**src/rtl/slotpf_pkg.sv**
```systemverilog
package slotpf_pkg;

    typedef enum logic [2:0] {
        ST_OFF   = 3'd0,
        ST_RAMP  = 3'd1,
        ST_ON    = 3'd2,
        ST_WAIT  = 3'd3,
        ST_LATCH = 3'd4
    } slot_st_e;

    typedef enum logic [3:0] {
        EV_NONE   = 4'd0,
        EV_OC     = 4'd1,
        EV_UV     = 4'd2,
        EV_OT     = 4'd3,
        EV_TMO    = 4'd4,
        EV_RETRY  = 4'd5,
        EV_CLEAR  = 4'd6,
        EV_OC_LIM = 4'd9,
        EV_UV_LIM = 4'd10,
        EV_OT_LIM = 4'd11
    } ev_code_e;

    // response field values
    localparam logic [1:0] RSP_OFF   = 2'b00;
    localparam logic [1:0] RSP_LIMIT = 2'b01;

    localparam int NCLS = 3;

    typedef struct packed {
        logic       hard;     // a latch or retry class fault is active
        logic       retry;    // that fault takes the retry path
        logic [1:0] cls;      // its class index
        logic       lim;      // a fresh limit-only fault is active
        logic [1:0] lim_cls;  // its class index
    } fault_pick_t;

    function automatic ev_code_e fault_code(input logic [1:0] cls, input logic limited);
        return ev_code_e'({limited, 1'b0, cls} + 4'd1);
    endfunction

endpackage

```
**src/rtl/slotpf_arbiter.sv**
```systemverilog
module slotpf_arbiter
    import slotpf_pkg::*;
#(
    parameter int NC = NCLS
) (
    input  logic [NC-1:0]   flags,
    input  logic [2*NC-1:0] rsp,
    input  logic [NC-1:0]   seen,
    output fault_pick_t     pick
);

    always_comb begin
        pick = '0;
        // walk from the highest index down so the lowest index wins
        for (int i = NC - 1; i >= 0; i--) begin
            if (flags[i] && (rsp[2*i +: 2] != RSP_LIMIT)) begin
                pick.hard  = 1'b1;
                pick.retry = rsp[2*i+1];
                pick.cls   = 2'(i);
            end
        end
        for (int i = NC - 1; i >= 0; i--) begin
            if (flags[i] && (rsp[2*i +: 2] == RSP_LIMIT) && !seen[i]) begin
                pick.lim     = 1'b1;
                pick.lim_cls = 2'(i);
            end
        end
    end

endmodule

```
**src/rtl/slotpf_backoff.sv**
```systemverilog
module slotpf_backoff #(
    parameter int TW  = 16,
    parameter int RCW = 4
) (
    input  logic [TW-1:0]  base,
    input  logic [TW-1:0]  cap,
    input  logic [RCW-1:0] nret,
    output logic [TW-1:0]  wait_o
);

    localparam int WW = 2 * TW;

    logic [WW-1:0] wide;
    logic [WW-1:0] cap_w;

    always_comb begin
        cap_w = WW'(cap);
        if (int'(nret) >= TW) begin
            wide = (base != '0) ? cap_w : '0;
        end else begin
            wide = WW'(base) << nret;
        end
        if (wide > cap_w) begin
            wide = cap_w;
        end
        wait_o = wide[TW-1:0];
        if (wait_o == '0) begin
            wait_o = TW'(1);
        end
    end

endmodule

```
**src/rtl/slotpf_evlog.sv**
```systemverilog
module slotpf_evlog
    import slotpf_pkg::*;
#(
    parameter int SLOT_ID = 0,
    parameter int SIDW    = 4,
    parameter int CW      = 8
) (
    input  logic            clk,
    input  logic            rst,
    input  logic            req,
    input  logic [3:0]      code,
    input  logic            is_fault,
    input  logic            clr,
    output logic            ev_valid,
    output logic [3:0]      ev_code,
    output logic [SIDW-1:0] ev_slot,
    output logic [CW-1:0]   ev_count
);

    localparam logic [CW-1:0] ONE_C = CW'(1);

    logic [CW-1:0] cnt;
    logic [CW-1:0] cnt_n;

    always_comb begin
        cnt_n = cnt;
        if (clr) begin
            cnt_n = '0;
        end else if (is_fault && (cnt != '1)) begin
            cnt_n = cnt + ONE_C;
        end
    end

    always_ff @(posedge clk) begin
        if (rst) begin
            cnt      <= '0;
            ev_valid <= 1'b0;
            ev_code  <= EV_NONE;
            ev_count <= '0;
        end else begin
            cnt      <= cnt_n;
            ev_valid <= req;
            ev_code  <= req ? code : EV_NONE;
            if (req) begin
                ev_count <= cnt_n;
            end
        end
    end

    assign ev_slot = SIDW'(SLOT_ID);

    // a clear event always reports an empty count
    p_clear_zero_r10: assert property (@(posedge clk) disable iff (rst)
        (ev_valid && ev_code == EV_CLEAR) |-> (ev_count == '0));

    // a saturated count never wraps to a small non-zero value
    p_no_wrap_r12: assert property (@(posedge clk) disable iff (rst)
        (cnt == '1) |=> ((cnt == '1) || (cnt == '0)));

endmodule

```
**src/rtl/slot_power_policy.sv**
```systemverilog
module slot_power_policy
    import slotpf_pkg::*;
#(
    parameter int SLOT_ID = 0,
    parameter int SIDW    = 4,
    parameter int TW      = 16,
    parameter int RCW     = 4,
    parameter int CW      = 8
) (
    input  logic            clk,
    input  logic            rst,
    input  logic            pwr_req,
    input  logic            oc_flt,
    input  logic            uv_flt,
    input  logic            ot_flt,
    input  logic            pgood,
    input  logic            svc_clr,
    input  logic [1:0]      cfg_rsp_oc,
    input  logic [1:0]      cfg_rsp_uv,
    input  logic [1:0]      cfg_rsp_ot,
    input  logic [TW-1:0]   cfg_win,
    input  logic [TW-1:0]   cfg_bo_base,
    input  logic [TW-1:0]   cfg_bo_max,
    input  logic [RCW-1:0]  cfg_retry_lim,
    input  logic [TW-1:0]   cfg_qual,
    output logic            sw_en,
    output logic            ramp_slow,
    output logic [2:0]      state_o,
    output logic [RCW-1:0]  retry_cnt_o,
    output logic            ev_valid,
    output logic [3:0]      ev_code,
    output logic [SIDW-1:0] ev_slot,
    output logic [CW-1:0]   ev_count
);

    localparam logic [TW-1:0]  ONE_T = TW'(1);
    localparam logic [RCW-1:0] ONE_R = RCW'(1);

    slot_st_e          st, st_n;
    logic [TW-1:0]     tmr, tmr_n;
    logic [TW-1:0]     qtmr, qtmr_n;
    logic [TW-1:0]     wait_r, wait_n;
    logic [TW-1:0]     bo_wait;
    logic [RCW-1:0]    rcnt, rcnt_n;
    logic [NCLS-1:0]   flags;
    logic [NCLS-1:0]   lim_seen, lim_n;
    logic [2*NCLS-1:0] rsp_vec;
    fault_pick_t       pick;
    logic              go_retry;
    logic              ev_req;
    logic              ev_fault;
    logic              cnt_clr;
    ev_code_e          ev_code_n;

    assign flags   = {ot_flt, uv_flt, oc_flt};
    assign rsp_vec = {cfg_rsp_ot, cfg_rsp_uv, cfg_rsp_oc};

    slotpf_arbiter #(.NC(NCLS)) u_arb (
        .flags (flags),
        .rsp   (rsp_vec),
        .seen  (lim_seen),
        .pick  (pick)
    );

    slotpf_backoff #(.TW(TW), .RCW(RCW)) u_bo (
        .base   (cfg_bo_base),
        .cap    (cfg_bo_max),
        .nret   (rcnt),
        .wait_o (bo_wait)
    );

    slotpf_evlog #(.SLOT_ID(SLOT_ID), .SIDW(SIDW), .CW(CW)) u_ev (
        .clk      (clk),
        .rst      (rst),
        .req      (ev_req),
        .code     (ev_code_n),
        .is_fault (ev_fault),
        .clr      (cnt_clr),
        .ev_valid (ev_valid),
        .ev_code  (ev_code),
        .ev_slot  (ev_slot),
        .ev_count (ev_count)
    );

    always_comb begin
        st_n      = st;
        tmr_n     = tmr;
        qtmr_n    = qtmr;
        rcnt_n    = rcnt;
        wait_n    = wait_r;
        lim_n     = (st == ST_ON) ? (lim_seen & flags) : '0;
        go_retry  = 1'b0;
        ev_req    = 1'b0;
        ev_fault  = 1'b0;
        cnt_clr   = 1'b0;
        ev_code_n = EV_NONE;

        unique case (st)
            ST_OFF: begin
                if (pwr_req) begin
                    st_n  = ST_RAMP;
                    tmr_n = '0;
                end
            end
            ST_RAMP: begin
                if (!pwr_req) begin
                    st_n = ST_OFF;
                end else if (pgood) begin
                    st_n   = ST_ON;
                    qtmr_n = '0;
                end else if (tmr == cfg_win - ONE_T) begin
                    ev_req    = 1'b1;
                    ev_fault  = 1'b1;
                    ev_code_n = EV_TMO;
                    go_retry  = 1'b1;
                end else begin
                    tmr_n = tmr + ONE_T;
                end
            end
            ST_ON: begin
                if (!pwr_req) begin
                    st_n = ST_OFF;
                end else if (pick.hard) begin
                    ev_req    = 1'b1;
                    ev_fault  = 1'b1;
                    ev_code_n = fault_code(pick.cls, 1'b0);
                    if (pick.retry) begin
                        go_retry = 1'b1;
                    end else begin
                        st_n = ST_LATCH;
                    end
                end else begin
                    if (pick.lim) begin
                        ev_req    = 1'b1;
                        ev_fault  = 1'b1;
                        ev_code_n = fault_code(pick.lim_cls, 1'b1);
                        lim_n[pick.lim_cls] = 1'b1;
                    end
                    if (pgood) begin
                        if (qtmr == cfg_qual - ONE_T) begin
                            rcnt_n = '0;
                        end
                        if (qtmr != cfg_qual) begin
                            qtmr_n = qtmr + ONE_T;
                        end
                    end else begin
                        qtmr_n = '0;
                    end
                end
            end
            ST_WAIT: begin
                if (!pwr_req) begin
                    st_n = ST_OFF;
                end else if (tmr == wait_r - ONE_T) begin
                    st_n      = ST_RAMP;
                    tmr_n     = '0;
                    ev_req    = 1'b1;
                    ev_code_n = EV_RETRY;
                end else begin
                    tmr_n = tmr + ONE_T;
                end
            end
            ST_LATCH: begin
                if (svc_clr) begin
                    st_n      = ST_OFF;
                    rcnt_n    = '0;
                    cnt_clr   = 1'b1;
                    ev_req    = 1'b1;
                    ev_code_n = EV_CLEAR;
                end
            end
            default: st_n = ST_OFF;
        endcase

        if (go_retry) begin
            if (rcnt >= cfg_retry_lim) begin
                st_n = ST_LATCH;
            end else begin
                st_n   = ST_WAIT;
                rcnt_n = rcnt + ONE_R;
                wait_n = bo_wait;
                tmr_n  = '0;
            end
        end
    end

    always_ff @(posedge clk) begin
        if (rst) begin
            st       <= ST_OFF;
            tmr      <= '0;
            qtmr     <= '0;
            wait_r   <= '0;
            rcnt     <= '0;
            lim_seen <= '0;
        end else begin
            st       <= st_n;
            tmr      <= tmr_n;
            qtmr     <= qtmr_n;
            wait_r   <= wait_n;
            rcnt     <= rcnt_n;
            lim_seen <= lim_n;
        end
    end

    assign sw_en       = (st == ST_RAMP) || (st == ST_ON);
    assign ramp_slow   = (st == ST_RAMP) && (rcnt != '0);
    assign state_o     = st;
    assign retry_cnt_o = rcnt;

    // fault flags cannot move the slot out of ramp before the window ends
    p_ramp_ignore_r4: assert property (@(posedge clk) disable iff (rst)
        (st == ST_RAMP && pwr_req && !pgood && tmr != cfg_win - ONE_T) |=> (st == ST_RAMP));

    // the backoff timer never runs past the scheduled wait
    p_wait_bound_r7: assert property (@(posedge clk) disable iff (rst)
        (st == ST_WAIT) |-> (tmr < wait_r));

    // a retry event is only issued on leaving the backoff wait
    p_retry_src_r7: assert property (@(posedge clk) disable iff (rst)
        (ev_valid && ev_code == EV_RETRY) |-> ($past(st) == ST_WAIT && st == ST_RAMP));

    // a latched slot stays latched without a service clear
    p_latch_hold_r9: assert property (@(posedge clk) disable iff (rst)
        (st == ST_LATCH && !svc_clr) |=> (st == ST_LATCH && !sw_en));

    // a clear event can only follow the latched state
    p_clear_src_r10: assert property (@(posedge clk) disable iff (rst)
        (ev_valid && ev_code == EV_CLEAR) |-> ($past(st) == ST_LATCH));

endmodule

```
**config.mk**
```make
export PLATFORM = sky130hd
export DESIGN_NAME = slot_power_policy
export DESIGN_NICKNAME = d
export VERILOG_FILES = /design/src/rtl/slotpf_pkg.sv /design/src/rtl/slotpf_arbiter.sv /design/src/rtl/slotpf_backoff.sv /design/src/rtl/slotpf_evlog.sv /design/src/rtl/slot_power_policy.sv
export SDC_FILE = /design/constraint.sdc
export NUM_CORES = 1
export LEC_CHECK = 0
export CAP_MARGIN = 20
export CORE_MARGIN = 5
export CORE_UTILIZATION = 25
export DETAILED_ROUTE_END_ITERATION = 6
export DONT_BUFFER_PORTS = 1
export GPL_TIMING_DRIVEN = 0
export PLACE_DENSITY = 0.47
export SKIP_CTS_REPAIR_TIMING = 1
export SLEW_MARGIN = 20
export SYNTH_ARGS = -nofsm -noshare
export SYNTH_HDL_FRONTEND = slang
export SYNTH_HIERARCHICAL = 1
export SYNTH_SLANG_ARGS = --single-unit
```
**constraint.sdc**
```tcl
create_clock -name clk -period 4.05 [get_ports clk]
set_input_delay 1.0125 -clock clk [delete_from_list [all_inputs] [get_ports clk]]
set_output_delay 1.0125 -clock clk [all_outputs]
set_load 0.03 [all_outputs]
```
==> run metrics <==
Placed Cells=approximately 1400; Power Dens Cells=a little over 300 nW/um^2; Synth warnings=6; share of layout cells above drive strength 1=between 10% and 20%; Leak=0.00353 uW; r2r setup slk=0.18 ns; Worst R2R Path Depth=14; WHS Path Cells=2; met2 wire len=11700 um; final setup vio count=0; initial antenna violation count=0; period utilization=95.6%; Ports=108; CTS clk-pin slew, worst paths=approximately 0.070 ns; cell count after synthesis=982; n_diodes=0; ys async rst share=0%; CP startpoint kind=flop; Starting Density=between 20% and 30%; flops & latches, synth=slightly below 80; top routing layer in use=met4; number of DRC markers in iteration 0=430; hold endpoint=lim_seen[1]$_SDFF_PP0_; top_reg_cell synth=dfxtp_1; final hold slack=approximately 0.52 ns; Slew Viols, Final=0; largest net degree at the start of global routing=16; Area Overhead vs Synth=16.6%; via count=around 7300; RR Startpoint=retry_cnt_o[1]$_SDFF_PP0_; placeable core area=30400 um^2; number of clock buffers inserted by TritonCTS=9; Die H=around 190 um; Yosys cell types=89; HP Class=flop to flop; total negative slack=0 ns; Site Rows=64; Via-to-Cell Ratio=just over 5; TritonCTS clock tree=done; CP Data Required Time=between 4 and 5 ns; WL final=roughly 25000 um; Data arrival, critical path=just over 4 ns; Clock Path Buffers=2; vias in the first global route=between 6000 and 7000; worst skew pair latency=approximately 0.35 ns; hpwl dp=19300 um; Max Fclk=around 260 MHz; die area=34300 um^2; I/O Buffers=0; Routed WL per cell=between 15 and 20 um; status=finished clean; Final Hold Viols=0; post-route insts no fill=approximately 1400; Layout Utilization=29.4%; Max-cap violations=0; Post-Route M1 WL=about 11000 um; CP max-delay cell=a2111oi_1; clk root buf=clkbuf_16; H-tree depth=3; critical path, cell by cell=inv_2 -> clkbuf_1 -> nor2_1 -> a2111oi_1 -> ha_1 -> o211ai_1 -> a2111oi_1 -> a211o_1 -> o21ai_2 -> nand4_4 -> clkbuf_16 -> mux2_4 -> mux2i_1 -> nor2_1; EDFF count, synth=0; most common cell after layout, fill and taps aside=nor2_1; worst ir drop on vdd=about 0.00016 V; fin crit period=3.87 ns; Post-Syn Area per Cell=between 7 and 8 um^2; register area share after synthesis=20.6%; GPL Wtd Cong=about 0.8; Critical Path End Type=flop; clock skew=0.00974 ns; Fillers=about 3300; clk sinks=79; DR WL met3=1300 um; commonest non-fill, non-tap cells in the layout=nor2_1, dfxtp_1, nand2_1, inv_1, a21oi_1; GRT Overall Usage=~14%; Crit Path Max Fanout=13; DR DRC count=0; post-synth design cell area=roughly 7700 um^2; FF-to-FF End=wait_r[12]$_SDFFE_PP0P_; drt first pass iters=5; die width=185 um; first-pass GRT wire length=approximately 39000 um; Congestion Overflow GR=0; Slew @ Worst Pin=~0.91 ns; Crit Path Category=flop to flop; worst rel slew slack=between 30% and 40%; antenna viol nets, final=0; Hold Crit Start=lim_seen[1]$_SDFF_PP0_; Final #Nets=1134; CP peak stage delay=0.63 ns
-- cell families after synthesis --
| group | Yosys count | synth area share [%] |
|---|---|---|
| and+or+nand+nor | 399 | 29.1 |
| AOI/OAI and AO/OA | 226 | 20.5 |
| buffers and inverters | 110 | 6.45 |
| DFF | 79 | 20.6 |
| xor gates and xnor gates | 72 | 8.21 |
| muxes | 62 | 9.65 |
| adders and majority gates | 33 | 5.38 |
| other | 1 | 0.0488 |
-- per-stage QoR --
stage	total power (uW)	area [um^2]	setup slack, ns
3_3_place_gp	1650	8190	-0.786
4_1_cts	2700	8560	-0.747
3_5_place_dp	1660	8190	-0.723
5_1_grt	2890	8950	-0.0248
6_report	2730	8950	0.178
2_1_floorplan	1470	7690	0.0279
-- where the power goes --
| part | internal, uW | leakage, uW | switching [uW] |
|---|---|---|---|
| Clock | 674 | 0.000183 | 356 |
| Sequential | 798 | 0.000640 | 56.7 |
| Combinational | 361 | 0.00271 | 483 |
| Total | 1830 | 0.00353 | 896 |
-- critical path, delay by kind of cell, from the launching register on --
kind                     cells  cell delay (ns)
AO/OA/AOI/OAI                5             1.33
buffers and inverters        3             0.80
flip-flops                   1             0.42
multiplexers                 2             0.42
AND/OR/NAND/NOR              3             0.38
adder cells (fa/ha/maj)      1             0.36
-- per-layer routing --
metal | track usage [%] | up-vias
li1 | - | 3705
met1 | 18.8 | 3414
met2 | 23.3 | 155
met3 | 2.95 | 13
met4 | 2.52 | 0
met5 | 0 | -
-- area by class of cell --
cell class	instances	area, um^2	area share, %
inverters	54	203	2.26
clock buffers	9	225	2.52
clock inverters	7	149	1.66
well taps	396	495	5.53
plain buffers	56	353	3.94
repair buffers	23	200	2.24
multi-input cells	796	5730	64.0
flip-flops and latches	79	1600	17.8
-- state kept, by name, indices dropped and copies added (netlist names) --
name and flops:
qtmr 16, tmr 16, wait_r 16, u_ev/cnt 8, u_ev/ev_count 8, retry_cnt_o 4, u_ev/ev_code 4, lim_seen 3
state_o 3, u_ev/ev_valid 1
-- cells in the mapped netlist, types with 8 or more instances --
cell      instances  area, um^2
o21ai_0          29         145
mux2_2           10         113
dfxtp_1          79        1580
nand3_1          31         155
xnor2_1          31         272
and3_1           22         138
mux2i_1          38         380
a21o_1           10        75.1
o32ai_1           8        70.1
inv_1            53         199
nor4_1           22         138
clkbuf_1         33         124
xor2_1           41         359
nand4_1          13        81.3
nor3_1           27         135
nand2b_1         21         131
a31oi_1          22         138
nand2_1          71         267
nand3b_1         12        90.1
o211ai_1          9        67.6
a22oi_1           9        67.6
nor2b_1          18         113
a211oi_1         13        97.6
mux2_4            9         135
or3_1            10        62.6
and2_1           13        81.3
buf_2            12        60.1
nor2_1           88         330
a21oi_1          50         250
ha_1             33         413
-- worst max path at each step --
stage	start	end	slack (ns)	cells after the start
6_report	retry_cnt_o[1]$_SDFF_PP0_	wait_r[12]$_SDFFE_PP0P_	0.18	14
5_1_grt	retry_cnt_o[0]$_SDFF_PP0_	wait_r[9]$_SDFFE_PP0P_	-0.02	15
4_1_cts	retry_cnt_o[2]$_SDFF_PP0_	wait_r[9]$_SDFFE_PP0P_	-0.75	16
3_5_place_dp	retry_cnt_o[2]$_SDFF_PP0_	wait_r[11]$_SDFFE_PP0P_	-0.72	16
3_3_place_gp	retry_cnt_o[0]$_SDFF_PP0_	wait_r[9]$_SDFFE_PP0P_	-0.79	17
2_1_floorplan	cfg_win[0]	u_ev/ev_count[3]$_SDFFE_PP0P_	0.03	14
(Power assumes the default switching activity.)
